--- src/rtl/spi_bank_pkg.sv ---
// Shared constants, command state type and the dummy-byte class rule for
// the SPI banked register slave.
package spi_bank_pkg;

    localparam int BYTE_W      = 8;
    localparam int ADDR_W      = 5;
    localparam int NUM_BANKS   = 4;
    localparam int BANK_W      = 2;
    localparam int COMMON_BASE = 27;   // first address shared by all banks
    localparam int COMMON_N    = 32 - COMMON_BASE;

    localparam logic [2:0] GRP_RREG = 3'b000;
    localparam logic [2:0] GRP_WREG = 3'b010;
    localparam logic [2:0] GRP_BSET = 3'b100;
    localparam logic [2:0] GRP_BCLR = 3'b101;

    localparam logic [7:0] OP_BUF_READ   = 8'h3A;
    localparam logic [7:0] OP_BUF_WRITE  = 8'h7A;
    localparam logic [7:0] OP_SOFT_RESET = 8'hFF;

    localparam logic [4:0] A_STATUS = 5'h1D;
    localparam logic [4:0] A_CTRL   = 5'h1F;

    typedef enum logic [3:0] {
        ST_IDLE,
        ST_RD_DUMMY,
        ST_RD_LAST,
        ST_WREG,
        ST_BSET,
        ST_BCLR,
        ST_BUF_RD,
        ST_BUF_WR,
        ST_IGNORE
    } cmd_state_t;

    // True when a read of this bank/address returns a padding byte first.
    function automatic logic has_dummy(input logic [1:0] bank, input logic [4:0] addr);
        return ((bank == 2'd2) && (addr <= 5'h19)) ||
               ((bank == 2'd3) && ((addr <= 5'h05) || (addr == 5'h0A)));
    endfunction

endpackage

--- src/rtl/spi_byte_port.sv ---
// Mode-0 SPI byte serializer/deserializer, oversampled by clk.
// Assumes SCK is at least several clk periods per half cycle; pins are
// synchronized by two flops and edges found with one more register.
// Delivers each completed received byte as a one-cycle rx_valid pulse and
// shifts tx_byte out MSB first starting at the falling edge after a byte.
module spi_byte_port
    import spi_bank_pkg::*;
(
    input  logic              clk,
    input  logic              rst_n,
    input  logic              spi_sck,
    input  logic              spi_cs_n,
    input  logic              spi_mosi,
    input  logic [BYTE_W-1:0] tx_byte,
    output logic              spi_miso,
    output logic [BYTE_W-1:0] rx_byte,
    output logic              rx_valid,
    output logic              in_frame
);
    localparam int CNT_W = $clog2(BYTE_W);
    localparam logic [CNT_W-1:0] LAST_BIT = CNT_W'(BYTE_W - 1);

    logic [2:0]        sck_q;
    logic [1:0]        cs_q;
    logic [1:0]        mosi_q;
    logic [CNT_W-1:0]  bit_cnt;
    logic [BYTE_W-2:0] rx_sh;
    logic [BYTE_W-2:0] tx_sh;
    logic              sck_rise;
    logic              sck_fall;

    assign in_frame = ~cs_q[1];
    assign sck_rise = sck_q[1] & ~sck_q[2];
    assign sck_fall = ~sck_q[1] & sck_q[2];

    // Bring the SPI pins into the clk domain.
    always_ff @(posedge clk) begin
        if (!rst_n) begin
            sck_q  <= '0;
            cs_q   <= '1;
            mosi_q <= '0;
        end else begin
            sck_q  <= {sck_q[1:0], spi_sck};
            cs_q   <= {cs_q[0], spi_cs_n};
            mosi_q <= {mosi_q[0], spi_mosi};
        end
    end

    // Shift in on SCK rise and shift out on SCK fall; drop any partial byte when CS rises.
    always_ff @(posedge clk) begin
        if (!rst_n) begin
            bit_cnt  <= '0;
            rx_sh    <= '0;
            tx_sh    <= '0;
            spi_miso <= 1'b0;
            rx_byte  <= '0;
            rx_valid <= 1'b0;
        end else if (!in_frame) begin
            bit_cnt  <= '0;
            rx_sh    <= '0;
            tx_sh    <= '0;
            spi_miso <= 1'b0;
            rx_valid <= 1'b0;
        end else begin
            rx_valid <= 1'b0;
            if (sck_rise) begin
                rx_sh   <= {rx_sh[BYTE_W-3:0], mosi_q[1]};
                bit_cnt <= bit_cnt + 1'b1;
                if (bit_cnt == LAST_BIT) begin
                    rx_byte  <= {rx_sh, mosi_q[1]};
                    rx_valid <= 1'b1;
                end
            end
            if (sck_fall) begin
                if (bit_cnt == '0) begin
                    spi_miso <= tx_byte[BYTE_W-1];
                    tx_sh    <= tx_byte[BYTE_W-2:0];
                end else begin
                    spi_miso <= tx_sh[BYTE_W-2];
                    tx_sh    <= {tx_sh[BYTE_W-3:0], 1'b0};
                end
            end
        end
    end

    // A byte can only complete while chip select was low.
    assert_byte_in_frame_R10: assert property (@(posedge clk) disable iff (!rst_n)
        rx_valid |-> $past(in_frame));

endmodule

--- src/rtl/spi_buf_mem.sv ---
// Packet buffer: one synchronous write port and one combinational read port.
// Assumes the caller supplies wrapped addresses; contents are not reset.
module spi_buf_mem
    import spi_bank_pkg::*;
#(
    parameter int BUF_AW = 6
) (
    input  logic              clk,
    input  logic              we,
    input  logic [BUF_AW-1:0] waddr,
    input  logic [BYTE_W-1:0] wdata,
    input  logic [BUF_AW-1:0] raddr,
    output logic [BYTE_W-1:0] rdata
);
    localparam int DEPTH = 1 << BUF_AW;

    logic [BYTE_W-1:0] mem_q [DEPTH];

    // Store one streamed byte.
    always_ff @(posedge clk) begin
        if (we) mem_q[waddr] <= wdata;
    end

    assign rdata = mem_q[raddr];

endmodule

--- src/rtl/spi_reg_bank.sv ---
// Banked control register file with the buffer pointers overlaid on bank 0
// addresses 0..3, a read-only status register and the clock-ready hold
// counter. Assumes BUF_AW <= 16. Reads are combinational and all writes
// use the bank currently selected by register 0x1F.
module spi_reg_bank
    import spi_bank_pkg::*;
#(
    parameter int BUF_AW   = 6,
    parameter int RST_HOLD = 400
) (
    input  logic              clk,
    input  logic              rst_n,
    input  logic              soft_rst,
    input  logic [ADDR_W-1:0] reg_addr,
    input  logic              wr_en,
    input  logic [BYTE_W-1:0] wr_data,
    output logic [BYTE_W-1:0] rd_data,
    input  logic              rd_ptr_inc,
    input  logic              wr_ptr_inc,
    output logic [BUF_AW-1:0] rd_ptr,
    output logic [BUF_AW-1:0] wr_ptr,
    output logic [BANK_W-1:0] bank_sel
);
    localparam int HOLD_W   = $clog2(RST_HOLD + 1);
    localparam int BANKED_N = COMMON_BASE;

    logic [BYTE_W-1:0] banked_q [NUM_BANKS][BANKED_N];
    logic [BYTE_W-1:0] common_q [COMMON_N];
    logic [HOLD_W-1:0] hold_cnt;
    logic              clk_rdy;
    logic              is_common;
    logic              is_ptr;
    logic [2:0]        com_idx;
    logic [15:0]       rd16;
    logic [15:0]       wr16;
    logic [15:0]       ld16;

    assign is_common = reg_addr >= ADDR_W'(COMMON_BASE);
    assign com_idx   = 3'(reg_addr - ADDR_W'(COMMON_BASE));
    assign is_ptr    = !is_common && (bank_sel == '0) && (reg_addr[4:2] == 3'b000);
    assign bank_sel  = common_q[COMMON_N-1][BANK_W-1:0];
    assign clk_rdy   = (hold_cnt == '0);
    assign rd16      = 16'(rd_ptr);
    assign wr16      = 16'(wr_ptr);

    // New 16-bit pointer value when a pointer byte is written.
    always_comb begin
        ld16 = reg_addr[1] ? wr16 : rd16;
        if (reg_addr[0]) ld16[15:8] = wr_data;
        else             ld16[7:0]  = wr_data;
    end

    // Select the read value: status, common, pointer overlay or banked storage.
    always_comb begin
        if (is_common) begin
            if (reg_addr == A_STATUS) rd_data = {{(BYTE_W-1){1'b0}}, clk_rdy};
            else                      rd_data = common_q[com_idx];
        end else if (is_ptr) begin
            case (reg_addr[1:0])
                2'd0:    rd_data = rd16[7:0];
                2'd1:    rd_data = rd16[15:8];
                2'd2:    rd_data = wr16[7:0];
                default: rd_data = wr16[15:8];
            endcase
        end else begin
            rd_data = banked_q[bank_sel][reg_addr];
        end
    end

    // Register storage with reset and soft reset to zero; the status register is never written.
    always_ff @(posedge clk) begin
        if (!rst_n || soft_rst) begin
            for (int b = 0; b < NUM_BANKS; b++)
                for (int i = 0; i < BANKED_N; i++)
                    banked_q[b][i] <= '0;
            for (int c = 0; c < COMMON_N; c++)
                common_q[c] <= '0;
        end else if (wr_en) begin
            if (is_common) begin
                if (reg_addr != A_STATUS) common_q[com_idx] <= wr_data;
            end else begin
                banked_q[bank_sel][reg_addr] <= wr_data;
            end
        end
    end

    // Buffer pointers: a register write loads them, a streamed byte advances them.
    always_ff @(posedge clk) begin
        if (!rst_n || soft_rst) begin
            rd_ptr <= '0;
            wr_ptr <= '0;
        end else begin
            if (wr_en && is_ptr && !reg_addr[1]) rd_ptr <= ld16[BUF_AW-1:0];
            else if (rd_ptr_inc)                 rd_ptr <= rd_ptr + 1'b1;
            if (wr_en && is_ptr && reg_addr[1])  wr_ptr <= ld16[BUF_AW-1:0];
            else if (wr_ptr_inc)                 wr_ptr <= wr_ptr + 1'b1;
        end
    end

    // Clock-ready hold window after either reset.
    always_ff @(posedge clk) begin
        if (!rst_n || soft_rst)  hold_cnt <= HOLD_W'(RST_HOLD);
        else if (hold_cnt != '0) hold_cnt <= hold_cnt - 1'b1;
    end

    assert_rst_drops_ready_R9: assert property (@(posedge clk) disable iff (!rst_n)
        soft_rst |=> !clk_rdy);

    assert_rst_bank_zero_R9: assert property (@(posedge clk) disable iff (!rst_n)
        soft_rst |=> (bank_sel == '0));

    assert_rdptr_step_R8: assert property (@(posedge clk) disable iff (!rst_n)
        (rd_ptr_inc && !soft_rst && !(wr_en && is_ptr)) |=>
            (rd_ptr == BUF_AW'($past(rd_ptr) + 1'b1)));

    assert_wrptr_step_R7: assert property (@(posedge clk) disable iff (!rst_n)
        (wr_ptr_inc && !soft_rst && !(wr_en && is_ptr)) |=>
            (wr_ptr == BUF_AW'($past(wr_ptr) + 1'b1)));

endmodule

--- src/rtl/spi_cmd_engine.sv ---
// Command decoder and sequencer. Assumes one rx_valid pulse per received
// byte and that in_frame drops between transactions. Takes the opcode,
// runs register read/write/set/clear, buffer streams and soft reset, and
// prepares the next byte to shift out.
module spi_cmd_engine
    import spi_bank_pkg::*;
#(
    parameter int BUF_AW = 6
) (
    input  logic              clk,
    input  logic              rst_n,
    input  logic              in_frame,
    input  logic              rx_valid,
    input  logic [BYTE_W-1:0] rx_byte,
    input  logic [BANK_W-1:0] bank_sel,
    input  logic [BYTE_W-1:0] reg_rd_data,
    input  logic [BYTE_W-1:0] mem_rd_data,
    input  logic [BUF_AW-1:0] rd_ptr,
    output logic [BYTE_W-1:0] tx_byte,
    output logic [ADDR_W-1:0] reg_addr,
    output logic              reg_wr_en,
    output logic [BYTE_W-1:0] reg_wr_data,
    output logic              soft_rst,
    output logic              rd_ptr_inc,
    output logic              wr_ptr_inc,
    output logic              mem_we,
    output logic [BYTE_W-1:0] mem_wdata,
    output logic [BUF_AW-1:0] mem_raddr
);
    cmd_state_t        state_q;
    logic [ADDR_W-1:0] addr_q;
    logic [2:0]        grp;

    assign grp      = rx_byte[7:5];
    assign reg_addr = (state_q == ST_IDLE) ? rx_byte[ADDR_W-1:0] : addr_q;

    // Register update strobes for write, set and clear.
    always_comb begin
        reg_wr_en   = 1'b0;
        reg_wr_data = '0;
        if (rx_valid) begin
            case (state_q)
                ST_WREG: begin reg_wr_en = 1'b1; reg_wr_data = rx_byte; end
                ST_BSET: begin reg_wr_en = 1'b1; reg_wr_data = reg_rd_data | rx_byte; end
                ST_BCLR: begin reg_wr_en = 1'b1; reg_wr_data = reg_rd_data & ~rx_byte; end
                default: ;
            endcase
        end
    end

    // Buffer and reset strobes.
    assign soft_rst   = rx_valid && (state_q == ST_IDLE) && (rx_byte == OP_SOFT_RESET);
    assign mem_we     = rx_valid && (state_q == ST_BUF_WR);
    assign mem_wdata  = rx_byte;
    assign wr_ptr_inc = mem_we;
    assign rd_ptr_inc = rx_valid && (state_q == ST_BUF_RD);
    assign mem_raddr  = rd_ptr_inc ? BUF_AW'(rd_ptr + 1'b1) : rd_ptr;

    // Command sequencing and preparation of the next outgoing byte.
    always_ff @(posedge clk) begin
        if (!rst_n || !in_frame) begin
            state_q <= ST_IDLE;
            addr_q  <= '0;
            tx_byte <= '0;
        end else if (rx_valid) begin
            tx_byte <= '0;
            case (state_q)
                ST_IDLE: begin
                    addr_q <= rx_byte[ADDR_W-1:0];
                    if (rx_byte == OP_BUF_READ) begin
                        state_q <= ST_BUF_RD;
                        tx_byte <= mem_rd_data;
                    end else if (rx_byte == OP_BUF_WRITE) begin
                        state_q <= ST_BUF_WR;
                    end else begin
                        case (grp)
                            GRP_RREG: begin
                                if (has_dummy(bank_sel, rx_byte[ADDR_W-1:0])) begin
                                    state_q <= ST_RD_DUMMY;
                                end else begin
                                    state_q <= ST_RD_LAST;
                                    tx_byte <= reg_rd_data;
                                end
                            end
                            GRP_WREG: state_q <= ST_WREG;
                            GRP_BSET: state_q <= ST_BSET;
                            GRP_BCLR: state_q <= ST_BCLR;
                            default:  state_q <= ST_IGNORE;
                        endcase
                    end
                end
                ST_RD_DUMMY: begin
                    state_q <= ST_RD_LAST;
                    tx_byte <= reg_rd_data;
                end
                ST_BUF_RD: tx_byte <= mem_rd_data;
                ST_BUF_WR: state_q <= ST_BUF_WR;
                default:   state_q <= ST_IGNORE;
            endcase
        end
    end

    assert_write_in_frame_R2: assert property (@(posedge clk) disable iff (!rst_n)
        reg_wr_en |-> in_frame);

    assert_ignore_is_inert_R13: assert property (@(posedge clk) disable iff (!rst_n)
        (state_q == ST_IGNORE) |-> !(reg_wr_en || mem_we || rd_ptr_inc || soft_rst));

endmodule

--- src/rtl/spi_bank_slave.sv ---
// Top level of the SPI banked register command slave: byte port, command
// engine, register bank and packet buffer. Assumes a free-running clk at
// least about eight times faster than SCK.
module spi_bank_slave
    import spi_bank_pkg::*;
#(
    parameter int BUF_AW   = 6,
    parameter int RST_HOLD = 400
) (
    input  logic clk,
    input  logic rst_n,
    input  logic spi_sck,
    input  logic spi_cs_n,
    input  logic spi_mosi,
    output logic spi_miso
);
    logic [BYTE_W-1:0] tx_byte, rx_byte, reg_rd_data, reg_wr_data;
    logic [BYTE_W-1:0] mem_rd_data, mem_wdata;
    logic              rx_valid, in_frame, reg_wr_en, soft_rst;
    logic              rd_ptr_inc, wr_ptr_inc, mem_we;
    logic [ADDR_W-1:0] reg_addr;
    logic [BANK_W-1:0] bank_sel;
    logic [BUF_AW-1:0] rd_ptr, wr_ptr, mem_raddr;

    spi_byte_port u_port (
        .clk      (clk),
        .rst_n    (rst_n),
        .spi_sck  (spi_sck),
        .spi_cs_n (spi_cs_n),
        .spi_mosi (spi_mosi),
        .tx_byte  (tx_byte),
        .spi_miso (spi_miso),
        .rx_byte  (rx_byte),
        .rx_valid (rx_valid),
        .in_frame (in_frame)
    );

    spi_cmd_engine #(.BUF_AW(BUF_AW)) u_engine (
        .clk         (clk),
        .rst_n       (rst_n),
        .in_frame    (in_frame),
        .rx_valid    (rx_valid),
        .rx_byte     (rx_byte),
        .bank_sel    (bank_sel),
        .reg_rd_data (reg_rd_data),
        .mem_rd_data (mem_rd_data),
        .rd_ptr      (rd_ptr),
        .tx_byte     (tx_byte),
        .reg_addr    (reg_addr),
        .reg_wr_en   (reg_wr_en),
        .reg_wr_data (reg_wr_data),
        .soft_rst    (soft_rst),
        .rd_ptr_inc  (rd_ptr_inc),
        .wr_ptr_inc  (wr_ptr_inc),
        .mem_we      (mem_we),
        .mem_wdata   (mem_wdata),
        .mem_raddr   (mem_raddr)
    );

    spi_reg_bank #(.BUF_AW(BUF_AW), .RST_HOLD(RST_HOLD)) u_regs (
        .clk        (clk),
        .rst_n      (rst_n),
        .soft_rst   (soft_rst),
        .reg_addr   (reg_addr),
        .wr_en      (reg_wr_en),
        .wr_data    (reg_wr_data),
        .rd_data    (reg_rd_data),
        .rd_ptr_inc (rd_ptr_inc),
        .wr_ptr_inc (wr_ptr_inc),
        .rd_ptr     (rd_ptr),
        .wr_ptr     (wr_ptr),
        .bank_sel   (bank_sel)
    );

    spi_buf_mem #(.BUF_AW(BUF_AW)) u_mem (
        .clk   (clk),
        .we    (mem_we),
        .waddr (wr_ptr),
        .wdata (mem_wdata),
        .raddr (mem_raddr),
        .rdata (mem_rd_data)
    );

endmodule

--- config.mk ---
export PLATFORM = sky130hd
export DESIGN_NAME = spi_bank_slave
export DESIGN_NICKNAME = d
export VERILOG_FILES = /design/src/rtl/spi_bank_pkg.sv /design/src/rtl/spi_byte_port.sv /design/src/rtl/spi_buf_mem.sv /design/src/rtl/spi_reg_bank.sv /design/src/rtl/spi_cmd_engine.sv /design/src/rtl/spi_bank_slave.sv
export SDC_FILE = /design/constraint.sdc
export NUM_CORES = 2
export LEC_CHECK = 0
export BUFFER_PORTS_ARGS = -buffer_cell sky130_fd_sc_hd__clkbuf_2
export CAP_MARGIN = 20
export CORE_ASPECT_RATIO = 0.8
export CORE_MARGIN = 3
export CORE_UTILIZATION = 35
export CTS_BUF_LIST = sky130_fd_sc_hd__clkbuf_16
export DETAILED_ROUTE_END_ITERATION = 6
export GPL_ROUTABILITY_DRIVEN = 0
export SLEW_MARGIN = 40
export SYNTH_ARGS = -nofsm -noshare
export SYNTH_HDL_FRONTEND = slang
export SYNTH_SLANG_ARGS = --single-unit
--- constraint.sdc ---
create_clock -name clk -period 7.17 [get_ports clk]
set_clock_uncertainty 0.1 [all_clocks]
set_input_delay 0.717 -clock clk [delete_from_list [all_inputs] [get_ports clk]]
set_output_delay 0.717 -clock clk [all_outputs]
set_load 0.1 [all_outputs]
==> results by group <==
Die
  • Core area: 186000 um^2
  • Initial Util: 0.354
  • Cell Rows: 141
  • IO Pins: 6
  • Die Wd: 491 um
  • Die area: 193000 um^2
  • Die extent in y: 394 um

Cells and area
  • Commonest non-fill, non-tap cells in the layout: edfxtp_1, nor2_1, nand2_1, mux4_2, clkbuf_16
  • Fin area: 73700 um^2
  • Most common library cell in the layout ignoring fill and taps: edfxtp_1
  • Share of layout cells above drive strength 1: 0.159
  • Nets: 4726
  • Number of antenna diodes: 0
  • Fillers: 17.1k
  • P&R area growth vs syn: 12.0%

STA
  • Slew Limit Headroom: 0.394
  • Setup TNS: 0 ps
  • Fmax: 0.181 GHz
  • Endpoints failing hold: 0
  • RSZ-0062 raised after global routing: no
  • Fin crit share: 0.771
  • Setup violations, final: 0
  • Worst-Margin Slew: 909 ps
  • Max Slew Vio Count: 0
  • Tmin final: 5530 ps
  • Final worst slack: 1640 ps

Placement
  • DP Worst Slack: 1450 ps
  • Port buffer count: 5
  • Hpwl dp: 119 mm
  • Placed Area: 68800 um^2

CTS
  • Hold buffers post-CTS: 0
  • CTS tree: yes
  • Root Buffer: clkbuf_16
  • Post-CTS setup repair buffer count: 0
  • Max Root-Sink Buffers: 3
  • Total clock buffers created by CTS: 158
  • Clock transition at the registers of the reported paths: 60 ps
  • CTS resizes: 0
  • Clk sink count: 1512
  • Worst skew pair latency: 810 ps
  • CTS H-Tree Depth: 4

Global route
  • Global router's overall resource usage: 0.191
  • Pin count of the biggest net entering global routing: 115
  • Vias in the first global route: 39.8k
  • First-pass GRT wire length: 277 mm
  • Grt ovf: 0
  • Initial antenna violation count: 2

Hold path
  • Hold Startpoint: spi_cs_n
  • Worst Hold Class: input port to register
  • Hold Crit Depth: 2
  • Hold Path Sink: u_port.cs_q[0]$_SDFF_PN1_

Power
  • Design Power: 0.0181 W
  • Leak: 23.2 nW
  • PD cells: 245 nW/um^2
  • Peak supply drop: 0.184 mV

Run status
  • Status: finished, violations left
  • Failing checks: DRC

Synthesis
  • Unique masters post-synth: 85
  • Post-Syn Nets: 4780
  • Post-Syn Instances: 4765
  • Cell Area, Synth: 65800 um^2
  • Yosys warns: 0
  • Asr flop ratio synth: 0
  • EDFF count, synth: 1440
  • Synth Area per Inst: 13.8 um^2
  • Synth Register Bits: 1512
  • Main flop type after synthesis: edfxtp_1
  • Sequential-to-total area share from yosys stat: 0.679

Critical path
  • CP Cell Sequence: o41ai_2 > buf_4 > a21boi_4 > inv_4 > ha_1 > nor2b_1 > o21ai_1 > and2_1 > mux2i_1 > mux2i_1 > o2111a_1 > o31a_1 > o21ai_4 > buf_8 > buf_4 > nor2_1
  • Kind of critical path: register to register
  • Crit Path Max Fanout: 48
  • CP Launch Type: register
  • R2r startpoint: u_engine.state_q[3]$_SDFFE_PP0P_
  • Crit-path max cell delay: 740 ps
  • RR Endpoint: u_regs.banked_q[1][26]$_SDFFCE_PN0P_
  • CP Data Arrival Time: 5940 ps
  • Worst EP required: 7590 ps
  • Slowest-stage cell, CP: and2_1
  • Crit. End Element: register
  • Reg2Reg Depth: 16
  • Worst reg2reg setup slack: 1640 ps

Route
  • Vias: 41.6k
  • Detailed Route WL: 189 mm
  • DRT antenna net count: 0
  • Drt wl/cell: 25.8 um
  • Drc violations: 2
  • Mean number of vias per cell: 5.67
  • Drt first pass iters: 7
  • Iter 0 DRT Violations: 5746

Run
  • Number of max-cap violations: 0
==> report_power, final <==
group	internal [W]	total (W)	switching [W]
Clock	0.00414	0.00767	0.00353
Combinational	0.000198	0.000546	0.000348
Sequential	0.00980	0.00987	0.0000647
Total	0.0141	0.0181	0.00395
==> per-stage QoR <==
| stage | hold slack (ps) | utilization | cells |
|---|---|---|---|
| global route | 48.9 | 0.397 | 7334 |
| CTS | 4.72 | 0.396 | 7331 |
| global placement | 302 | 0.369 | 7047 |
| finish | 73.5 | 0.397 | 7334 |
| floorplan | 286 | - | 4765 |
| detailed placement | 309 | 0.370 | 7050 |
==> routing by layer <==
| layer | wire, um | vias up | track usage |
|---|---|---|---|
| met1 | 82600 | 21400 | 0.290 |
| met4 | 4310 | 0 | 0.0477 |
| met2 | 80500 | 2228 | 0.268 |
| met3 | 21600 | 277 | 0.0521 |
| met5 | 0 | - | 0 |
| li1 | - | 17700 | - |
==> kinds of logic after synthesis <==
group / after synthesis / share of synthesized area
simple gates: 2042 / 0.129
flops: 1512 / 0.679
mux: 426 / 0.118
compound gates: 384 / 0.0432
buf+inv: 376 / 0.0270
xor+xnor: 15 / 0.00200
fa+ha+maj: 10 / 0.00190
==> how the worst max path moves through the flow <==
stage / startpoint / end / slack, ps / cells after the start
global placement: u_engine.state_q[0]$_SDFFE_PP0P_ / u_regs.common_q[6][4]$_DFFE_PP_ / 1390 / 14
detailed placement: u_engine.state_q[3]$_SDFFE_PP0P_ / u_regs.banked_q[3][170]$_SDFFCE_PN0P_ / 1450 / 15
floorplan: u_port.rx_byte[0]$_SDFFE_PN0P_ / u_regs.banked_q[3][66]$_SDFFCE_PN0P_ / 1660 / 22
finish: u_engine.state_q[3]$_SDFFE_PP0P_ / u_regs.banked_q[1][26]$_SDFFCE_PN0P_ / 1640 / 16
global route: u_engine.state_q[3]$_SDFFE_PP0P_ / u_regs.banked_q[0][130]$_SDFFCE_PN0P_ / 1380 / 16
CTS: u_engine.state_q[3]$_SDFFE_PP0P_ / u_regs.banked_q[3][170]$_SDFFCE_PN0P_ / 1450 / 15
==> synthesized netlist by cell type, drive strengths merged, types with 7 or more instances <==
master | instances | area [um^2]
o221ai | 10 | 87.6
and3 | 13 | 81.3
nand4 | 55 | 344
nand2b | 15 | 93.8
or3 | 8 | 50.1
o21ai | 43 | 226
nor2 | 1063 | 4000
o22ai | 20 | 125
nand2 | 587 | 2200
edfxtp | 1440 | 43200
nand3b | 9 | 67.6
a31oi | 32 | 200
a221oi | 12 | 111
o211a | 15 | 150
nand3 | 151 | 756
xnor2 | 10 | 87.6
a211oi | 41 | 308
buf | 176 | 1020
dfxtp | 72 | 1440
nor3 | 49 | 245
a32oi | 21 | 184
a21boi | 12 | 105
o311ai | 10 | 87.6
clkbuf | 175 | 657
a2111oi | 15 | 131
nor4 | 9 | 77.6
a22oi | 13 | 97.6
mux4 | 273 | 6150
o31ai | 7 | 66.3
or4 | 8 | 60.1
nor2b | 26 | 163
mux2 | 14 | 161
or2 | 9 | 56.3
a311oi | 18 | 158
o2111ai | 11 | 96.3
ha | 10 | 125
mux2i | 139 | 1440
inv | 25 | 93.8
a21oi | 63 | 323
and2 | 22 | 138
==> sequential cells by signal, indices dropped and copies added, names as in the netlist <==
signal            count
u_engine.addr_q       5
u_engine.state_q      4
u_engine.tx_byte      8
u_mem.mem_q         512
u_port.bit_cnt        3
u_port.cs_q           2
u_port.mosi_q         2
u_port.rx_byte        8
u_port.rx_sh          7
u_port.rx_valid       1
u_port.sck_q          3
u_port.spi_miso       1
u_port.tx_sh          7
u_regs.banked_q     864
u_regs.common_q      64
u_regs.hold_cnt       9
u_regs.rd_ptr         6
u_regs.wr_ptr         6
==> area by class of cell <==
class,count,area [um^2],area share
Inverter,25,98.8,0.00134
Timing Repair Buffer,137,1260,0.0171
Tap cell,2502,3130,0.0425
Multi-Input combinational cell,2877,19700,0.268
Clock buffer,161,4030,0.0547
Sequential cell,1512,44700,0.606
Clock inverter,120,746,0.0101
==> worst max-delay path: cells and delay by family (launching register included) <==
| kind | cells | cell delay, ps |
|---|---|---|
| AO/OA/AOI/OAI | 6 | 1840 |
| adder cells (fa/ha/maj) | 1 | 310 |
| AND/OR/NAND/NOR | 3 | 1040 |
| multiplexers | 2 | 370 |
| buffers and inverters | 4 | 1070 |
| flip-flops | 1 | 500 |
(Power assumes the default switching activity.)
